===== src/rtl/alarm_pkg.sv =====
// Shared constants and types for the masked alarm match controller.
// Assumes byte-wide registers and a flat address space below 16.
package alarm_pkg;
    localparam int NUM_FIELDS = 6;
    localparam int FIELD_BITS = 8;
    localparam int ADDR_BITS  = 4;
    localparam int FSEL_BITS  = 4;

    localparam int ADDR_CTRL = 6;
    localparam int ADDR_FSEL = 7;
    localparam int ADDR_STAT = 8;

    // Control byte layout, bits 3:0 (MSB first in the struct).
    typedef struct packed {
        logic batt_off;    // bit 3
        logic auto_clr;    // bit 2
        logic pulse_mode;  // bit 1
        logic master_en;   // bit 0
    } ctrl_t;
endpackage


===== src/rtl/alarm_regfile.sv =====
// Holds the alarm bytes, the control byte and the frequency select.
// Assumes one write per cycle; the status byte is handled elsewhere.
module alarm_regfile
    import alarm_pkg::*;
#(
    parameter int NF = NUM_FIELDS,
    parameter int FW = FIELD_BITS,
    parameter int AW = ADDR_BITS,
    parameter int SW = FSEL_BITS
) (
    input  logic          clk,
    input  logic          rst_n,
    input  logic          wr_en,
    input  logic [AW-1:0] wr_addr,
    input  logic [FW-1:0] wr_data,
    output logic [NF*FW-1:0] alarm_bytes,
    output ctrl_t         ctrl,
    output logic [SW-1:0] fsel
);
    genvar i;
    generate
        for (i = 0; i < NF; i++) begin : g_alarm
            // Store one alarm byte at address i.
            always_ff @(posedge clk) begin
                if (!rst_n)
                    alarm_bytes[i*FW +: FW] <= '0;
                else if (wr_en && wr_addr == AW'(i))
                    alarm_bytes[i*FW +: FW] <= wr_data;
            end
        end
    endgenerate

    // Store the control byte.
    always_ff @(posedge clk) begin
        if (!rst_n)
            ctrl <= '0;
        else if (wr_en && wr_addr == AW'(ADDR_CTRL))
            ctrl <= ctrl_t'(wr_data[3:0]);
    end

    // Store the frequency select.
    always_ff @(posedge clk) begin
        if (!rst_n)
            fsel <= '0;
        else if (wr_en && wr_addr == AW'(ADDR_FSEL))
            fsel <= wr_data[SW-1:0];
    end
endmodule


===== src/rtl/alarm_comparator.sv =====
// Compares each enabled alarm field with its time field.
// Assumes the enable sits in the top bit of each alarm byte; purely combinational.
module alarm_comparator #(
    parameter int NF = 6,
    parameter int FW = 8,
    localparam int VW = FW - 1
) (
    input  logic [NF*FW-1:0] alarm_bytes,
    input  logic [NF*VW-1:0] time_flat,
    output logic             hit
);
    logic [NF-1:0] field_en;
    logic [NF-1:0] field_ok;

    genvar i;
    generate
        for (i = 0; i < NF; i++) begin : g_field
            assign field_en[i] = alarm_bytes[i*FW + VW];
            assign field_ok[i] = !field_en[i] ||
                                 (alarm_bytes[i*FW +: VW] == time_flat[i*VW +: VW]);
        end
    endgenerate

    // A match needs at least one enabled field and agreement on all enabled ones.
    always_comb hit = (&field_ok) && (|field_en);
endmodule


===== src/rtl/alarm_pulse_timer.sv =====
// Times the recurring-mode low pulse in ticks of the slow enable.
// Assumes a start reloads the full window even if a pulse is running.
module alarm_pulse_timer #(
    parameter int TICKS = 8192,
    localparam int CW = $clog2(TICKS + 1)
) (
    input  logic clk,
    input  logic rst_n,
    input  logic start,
    input  logic tick,
    output logic active
);
    logic [CW-1:0] cnt_q;

    // Load on start, count down on each tick while nonzero.
    always_ff @(posedge clk) begin
        if (!rst_n)
            cnt_q <= '0;
        else if (start)
            cnt_q <= CW'(TICKS);
        else if (tick && cnt_q != '0)
            cnt_q <= cnt_q - 1'b1;
    end

    always_comb active = (cnt_q != '0);
endmodule


===== src/rtl/alarm_status_flags.sv =====
// Sticky alarm and battery flags with write-0 clear and read auto-clear.
// Assumes a read-start strobe precedes the matching read-done strobe.
module alarm_status_flags #(
    parameter int NFLAG = 2
) (
    input  logic             clk,
    input  logic             rst_n,
    input  logic [NFLAG-1:0] set_v,
    input  logic             stat_wr,
    input  logic [NFLAG-1:0] wr_bits,
    input  logic             rd_start,
    input  logic             rd_done,
    input  logic             auto_clr,
    output logic [NFLAG-1:0] flags
);
    logic [NFLAG-1:0] fresh_q;

    // Update each flag: a set wins, then a write of 0, then a read auto-clear.
    always_ff @(posedge clk) begin
        if (!rst_n) begin
            flags   <= '0;
            fresh_q <= '0;
        end else begin
            for (int b = 0; b < NFLAG; b++) begin
                if (set_v[b])
                    flags[b] <= 1'b1;
                else if (stat_wr && !wr_bits[b])
                    flags[b] <= 1'b0;
                else if (rd_done && auto_clr && !fresh_q[b])
                    flags[b] <= 1'b0;

                if (rd_start)
                    fresh_q[b] <= 1'b0;
                else if (set_v[b])
                    fresh_q[b] <= 1'b1;
            end
        end
    end
endmodule


===== src/rtl/alarm_match_ctrl.sv =====
// Top of the masked alarm match controller: registers, field compare,
// sticky flags, pulse timer and the shared interrupt pin multiplexer.
// Assumes time fields are stable in the cycle where sec_tick is high.
module alarm_match_ctrl
    import alarm_pkg::*;
#(
    parameter int NF          = NUM_FIELDS,
    parameter int FW          = FIELD_BITS,
    parameter int AW          = ADDR_BITS,
    parameter int SW          = FSEL_BITS,
    parameter int PULSE_TICKS = 8192,
    localparam int VW = FW - 1
) (
    input  logic             clk,
    input  logic             rst_n,
    input  logic             tick_32k,
    input  logic             sec_tick,
    input  logic [NF*VW-1:0] time_flat,
    input  logic             wr_en,
    input  logic [AW-1:0]    wr_addr,
    input  logic [FW-1:0]    wr_data,
    input  logic             stat_rd_start,
    input  logic             stat_rd_done,
    input  logic             on_battery,
    input  logic             fout_clk,
    output logic             irq_n,
    output logic             alarm_flag,
    output logic             batt_flag
);
    logic [NF*FW-1:0] alarm_bytes;
    ctrl_t            ctrl_q;
    logic [SW-1:0]    fsel;
    logic             alarm_hit;
    logic             alarm_qual;
    logic             pulse_active;
    logic             stat_wr;
    logic [1:0]       flags;

    alarm_regfile #(.NF(NF), .FW(FW), .AW(AW), .SW(SW)) u_regs (
        .clk(clk), .rst_n(rst_n), .wr_en(wr_en), .wr_addr(wr_addr),
        .wr_data(wr_data), .alarm_bytes(alarm_bytes), .ctrl(ctrl_q), .fsel(fsel)
    );

    alarm_comparator #(.NF(NF), .FW(FW)) u_cmp (
        .alarm_bytes(alarm_bytes), .time_flat(time_flat), .hit(alarm_hit)
    );

    // A match counts only on the update tick, when enabled and not overridden.
    always_comb alarm_qual = sec_tick && ctrl_q.master_en && (fsel == '0) && alarm_hit;

    always_comb stat_wr = wr_en && (wr_addr == AW'(ADDR_STAT));

    alarm_status_flags #(.NFLAG(2)) u_flags (
        .clk(clk), .rst_n(rst_n), .set_v({on_battery, alarm_qual}),
        .stat_wr(stat_wr), .wr_bits(wr_data[1:0]), .rd_start(stat_rd_start),
        .rd_done(stat_rd_done), .auto_clr(ctrl_q.auto_clr), .flags(flags)
    );

    alarm_pulse_timer #(.TICKS(PULSE_TICKS)) u_pulse (
        .clk(clk), .rst_n(rst_n), .start(alarm_qual && ctrl_q.pulse_mode),
        .tick(tick_32k), .active(pulse_active)
    );

    always_comb begin
        alarm_flag = flags[0];
        batt_flag  = flags[1];
    end

    // Pin priority: battery disable, then frequency output, then alarm mode.
    always_comb begin
        if (on_battery && ctrl_q.batt_off)
            irq_n = 1'b1;
        else if (fsel != '0)
            irq_n = fout_clk;
        else if (ctrl_q.pulse_mode)
            irq_n = !pulse_active;
        else
            irq_n = !alarm_flag;
    end
endmodule


===== config.mk =====
export PLATFORM = sky130hd
export DESIGN_NAME = alarm_match_ctrl
export DESIGN_NICKNAME = d
export VERILOG_FILES = /design/src/rtl/alarm_pkg.sv /design/src/rtl/alarm_regfile.sv /design/src/rtl/alarm_comparator.sv /design/src/rtl/alarm_pulse_timer.sv /design/src/rtl/alarm_status_flags.sv /design/src/rtl/alarm_match_ctrl.sv
export SDC_FILE = /design/constraint.sdc
export NUM_CORES = 1
export LEC_CHECK = 0
export ABC_AREA = 1
export BUFFER_PORTS_ARGS = -buffer_cell sky130_fd_sc_hd__clkbuf_2
export CELL_PAD_IN_SITES_DETAIL_PLACEMENT = 0
export CELL_PAD_IN_SITES_GLOBAL_PLACEMENT = 1
export CORE_MARGIN = 2
export CORE_UTILIZATION = 39
export CTS_CLUSTER_SIZE = 12
export DETAILED_ROUTE_END_ITERATION = 16
export PLACE_DENSITY = 0.9
export REMOVE_ABC_BUFFERS = 1
export SYNTH_ARGS = -nofsm -noshare
export SYNTH_HDL_FRONTEND = slang
export SYNTH_SLANG_ARGS = --single-unit

===== constraint.sdc =====
create_clock -name clk -period 2.07 [get_ports clk]
set_clock_uncertainty 0.1 [all_clocks]
set_input_delay 0.207 -clock clk [delete_from_list [all_inputs] [get_ports clk]]
set_output_delay 0.207 -clock clk [all_outputs]
set_load 0.05 [all_outputs]

### Word-level counts from Yosys, hierarchy flattened

Cells that the tools add are included.

| word-level totals | value |
|---|---|
| register bits | 74 |
| bits in latches | 0 |
| memory bits (writable) | 0 |
| memory bits (read-only) | 0 |
| bits of input ports | 63 |
| output and inout port bits | 3 |
| logic and storage cells | 94 |
| memories kept | 0 |

| cells by class | value |
|---|---|
| add/subtract/negate cells | 1 |
| multipliers | 0 |
| divide/modulo/power cells | 0 |
| magnitude comparators | 0 |
| equality and inequality tests | 14 |
| shifts and indexed selects | 0 |
| mux-type cells | 11 |
| bitwise gates (word level) | 1 |
| reductions and logical operators | 50 |

Operators with widths:

| cell | count |
|---|---|
| 7-bit == test | 6 |
| 14-bit 2-to-1 mux | 2 |
| 1-bit logical AND | 21 |
| 4-bit by 3-bit == test with 1-bit output, second input constant | 4 |
| 14-bit nonzero test | 1 |
| 14-bit by 1-bit subtractor with 14-bit output, second input constant | 1 |
| 1-bit zero test | 12 |
| 1-bit 2-to-1 mux | 9 |
| 4-bit by 2-bit == test with 1-bit output, second input constant | 2 |
| 4-bit zero test | 2 |
| 1-bit logical OR | 6 |
| 6-bit AND reduction | 1 |
| 3-bit nonzero test | 2 |
| 6-bit OR reduction | 1 |
| 4-bit by 1-bit == test with 1-bit output, second input constant | 1 |
| 4-bit == test, second input constant | 1 |
| 4-bit nonzero test | 1 |
| 2-bit OR reduction | 2 |
| 2-bit nonzero test | 1 |
| 1-bit NOT | 1 |

### Longest topological paths before layout

| depth | value |
|---|---|
| depth after elaboration | 7 |
| depth in mapped cells | 13 |
| depth with buffers taken out | 12 |

### Hierarchy

A second synthesis with hierarchy kept.

| unflattened totals | value |
|---|---|
| cells, all modules | 662 |
| area total of the unflattened synthesis | 4217.8 sq um |

By module, submodules not included:

| module | times used | cells each | area each (sq um) | seq. area each (sq um) |
|---|---|---|---|---|
| alarm_regfile | 1 | 339 | 2354.8 | 1121.1 |
| alarm_pulse_timer | 1 | 144 | 942.2 | 280.3 |
| alarm_comparator | 1 | 137 | 681.9 | 0.0 |
| alarm_status_flags | 1 | 24 | 157.7 | 80.1 |
| alarm_match_ctrl | 1 | 18 | 81.3 | 0.0 |

### Least setup slack after synthesis

No wires, ideal clock.

| timing path | value |
|---|---|
| kind | reg2out |
| start | reg u_pulse.cnt_q[0] |
| end | out irq_n |
| data arrival time | 1.549 ns |
| data required time | 1.763 ns |
| setup slack | 0.214 ns |
| stages on the path, launching flop included | 9 |
| buffers on the path | 0 |
| path through | dfxtp_1 -> inv_1 -> ha_1 -> nand2_2 -> nor2_2 -> nand3_2 -> nor2_1 -> o21ai_0 -> o211ai_1 |

| on the way | value |
|---|---|
| word-level cells in the longest chain between the ends | 5 |

RTL lines:

| item | line | source |
|---|---|---|
| start, declared | alarm_pulse_timer.sv:13 | `logic [CW-1:0] cnt_q;` |
| start signal, assigned | alarm_pulse_timer.sv:20 | `cnt_q <= CW'(TICKS);` |
| start signal, assigned | alarm_pulse_timer.sv:22 | `cnt_q <= cnt_q - 1'b1;` |
| 14-bit nonzero test | alarm_pulse_timer.sv:25 | `always_comb active = (cnt_q != '0);` |
| 1-bit zero test | alarm_match_ctrl.sv:76 | `irq_n = !pulse_active;` |
| 1-bit 2-to-1 mux | alarm_match_ctrl.sv:75 | `else if (ctrl_q.pulse_mode)` |
| 1-bit 2-to-1 mux | alarm_match_ctrl.sv:73 | `else if (fsel != '0)` |
| 1-bit 2-to-1 mux | alarm_match_ctrl.sv:71 | `if (on_battery && ctrl_q.batt_off)` |
| end, declared | alarm_match_ctrl.sv:26 | `output logic irq_n,` |

No other way between the ends.

### Worst setup path in the final report

Ends and elaborated chain as after synthesis.

==> flow_metrics.env <==
export IMPL_status="complete, no violations"
export IMPL_ys_dominant_reg_cell="dfxtp_1"
export IMPL_p_leak_nw=2.04
export IMPL_min_to="u_flags.fresh_q[0]"
export IMPL_fillers=903
export IMPL_first_iter_violations=88
export IMPL_maxCapViolCount=0
export IMPL_fin_nets=670
export IMPL_cts_buffers=9
export IMPL_min_period_ps=1980
export IMPL_cts_path_max_buffers=2
export IMPL_die_area_sq_um=10200
export IMPL_setup_viol=0
export IMPL_r2r_setup_slack_ps=370
export IMPL_setup_tns_ps=0
export IMPL_die_w_microns=101
export IMPL_grtUsageTotal_pct=17.7
export IMPL_root_buffer="clkbuf_8"
export IMPL_path_cells="inv_2, ha_4, nand2_4, nor2_4, nand3_4, nor2_1, o21ai_1, o211ai_1, clkbuf_8"
export IMPL_power_w=0.00443
export IMPL_cts_tree="yes"
export IMPL_gp_congestion=0.806
export IMPL_vias_per_cell=4.70
export IMPL_yosys_top_cells_area="dfxtp_1 (41%), nor2_1 (10%), nand2_1 (9.3%)"
export IMPL_ys_top_cells_by_count="nor2_1 (101), nand2_1 (90), dfxtp_1 (74)"
export IMPL_port_buffers=65
export IMPL_synth_edf_count=0
export IMPL_coreArea_sq_um=9150
export IMPL_wirelength_microns=8680
export IMPL_criticalPathCategory="reg -> out"
export IMPL_hold_path_class="in -> reg"
export IMPL_ant_nets=0
export IMPL_worstPathArrival_ps=1670
export IMPL_grt_antenna_before_repair=0
export IMPL_rsz0062_at_grt="true"
export IMPL_die_y_microns=101
export IMPL_yosysMostFrequentCell="nor2_1"
export IMPL_grt_overflow=0
export IMPL_synth_top_area_share_pct=40.6
export IMPL_grt_max_degree=30
export IMPL_hold_viol=0
export IMPL_critPathCaptureType="primary output"
export IMPL_clk_pin_slew_ps=70
export IMPL_yosys_area_top_type="dfxtp_1"
export IMPL_ys_types=32
export IMPL_clock_latency_ps=350
export IMPL_vias=3396
export IMPL_synth_async_reset_ratio_pct=0
export IMPL_power_density_nw_per_um2=995
export IMPL_ys_seq_area_share_pct=40.6
export IMPL_dp_hpwl_microns=6390
export IMPL_grt_pass1_vias=3181
export IMPL_num_io_pins=66
export IMPL_min_from="stat_rd_start"
export IMPL_reg2regPathDepth=11
export IMPL_ys_warn_count=0
export IMPL_r2r_start="u_regs.alarm_bytes[10]"
export IMPL_cp_max_fo=3
export IMPL_cpPeakStageDelay_ps=310
export IMPL_start_util_pct=39.9
export IMPL_max_freq_mhz=505
export IMPL_syn_inst=531
export IMPL_crit_required_ps=1760
export IMPL_timing_rr_end="u_pulse.cnt_q[7]"
export IMPL_grt_first_pass_wirelength_microns=14200
export IMPL_max_vdd_ir_drop_uv=507
export IMPL_drc=0
export IMPL_fin_crit_sh_pct=95.7
export IMPL_cts_sinks=74
export IMPL_slew_headroom_pct=64.3
export IMPL_report_final_slew_viol_count=0
export IMPL_critPathSlowestCell="dfxtp_1"
export IMPL_hold_depth=3
export IMPL_drive_above_1_share_pct=18.8
export IMPL_startpoint_type="flop"
export IMPL_first_pass_iters=4
export IMPL_rows=35
export IMPL_fin_area_sq_um=4450
export IMPL_syn_avg_cell_area_sq_um=6.88
export IMPL_diodes=0
export IMPL_areaGrowthSynthToFinish_pct=22.0
export IMPL_ys_seq_elements=74
export IMPL_h_tree_depth=3
export IMPL_worstMarginPinSlew_ps=534
export IMPL_placed_area_sq_um=4110
export IMPL_avgRoutedWirePerCell_microns=12.0
export IMPL_syn_area_sq_um=3650
[metrics by stage]
step	std cells	utilization (%)	setup slack (ps)	hold slack (ps)
final	722	48.7	88.7	14.9
after global routing	722	48.7	-23.4	31.7
after floorplan	520	-	214	242
after detailed placement	703	44.9	279	350
after global placement	703	44.9	302	342
after CTS	721	48.2	16.9	6.70
[flip-flops by register name, indices dropped and copies added (netlist names)]
register            count
u_flags.flags           2
u_flags.fresh_q         2
u_pulse.cnt_q          14
u_regs.alarm_bytes     48
u_regs.ctrl             4
u_regs.fsel             4
[layout make-up]
class,instances,area [sq um],share of cell area [%]
Clock buffer,11,141,3.18
Sequential cell,74,1480,33.3
Timing Repair Buffer,75,412,9.24
Clock inverter,5,125,2.81
Inverter,73,277,6.21
Tap cell,111,139,3.12
Multi-Input combinational cell,373,1880,42.1
[cells in the final DEF, fill, tap and decap left out, drive strengths merged]
master | netlist | final
nor2 | 110 | 110
nand2 | 93 | 93
clkbuf | 7 | 76
dfxtp | 74 | 74
inv | 73 | 73
o21ai | 59 | 59
a21oi | 41 | 41
xnor2 | 19 | 19
nand3 | 18 | 18
xor2 | 17 | 17
buf | 4 | 9
nor3 | 6 | 6
bufinv | 0 | 4
nand4 | 2 | 2
nand3b | 2 | 2
nor4 | 1 | 1
o211ai | 1 | 1
or2 | 1 | 1
nor3b | 1 | 1
o21bai | 1 | 1
ha | 1 | 1
clkinv | 0 | 1
dlygate4sd3 | 0 | 1
[kinds of logic (layout without fill, tap and decap cells)]
family / Yosys count / in the layout / synth area share [%]
simple gates: 234 / 234 / 27.0
buf+inv: 84 / 164 / 9.25
compound gates: 102 / 102 / 14.2
xor+xnor: 36 / 36 / 8.64
flops: 74 / 74 / 40.6
fa+ha+maj: 1 / 1 / 0.343
[power breakdown]
part           leakage, nW  switching, W  total, W  internal [W]
Sequential           0.602      0.000116   0.00167       0.00156
Combinational         1.31      0.000725   0.00128      0.000553
Clock                0.134      0.000530   0.00148      0.000954
[worst max-delay path by stage]
stage	from	to
2_1_floorplan	u_pulse.cnt_q[0]	irq_n
3_3_place_gp	u_pulse.cnt_q[0]	irq_n
3_5_place_dp	u_pulse.cnt_q[0]	irq_n
4_1_cts	u_pulse.cnt_q[0]	irq_n
5_1_grt	u_pulse.cnt_q[5]	irq_n
6_report	u_pulse.cnt_q[0]	irq_n
[worst max-delay path, delay by kind of cell, from the launching register on]
family	cells	cell delay [ps]
compound gates	2	180
fa+ha+maj	1	150
buf+inv	2	290
simple gates	4	390
flops	1	310
[repair_timing]
item	in CTS	in global routing
pin swaps	4	4
endpoints found under the hold margin	1	0
buffers inserted	1	1
hold buffers	1	0
resized for setup	4	11
setup endpoints to repair	1	1
[per-layer routing]
metal	vias to the layer above	share of wire (%)	track usage, %
met5	-	0	0
met4	0	2.8	8.43
met3	19	4.9	4.09
met2	74	46	28.3
met1	1492	46	22.7
li1	1811	-	-
Power figures use the tool's default switching activity.
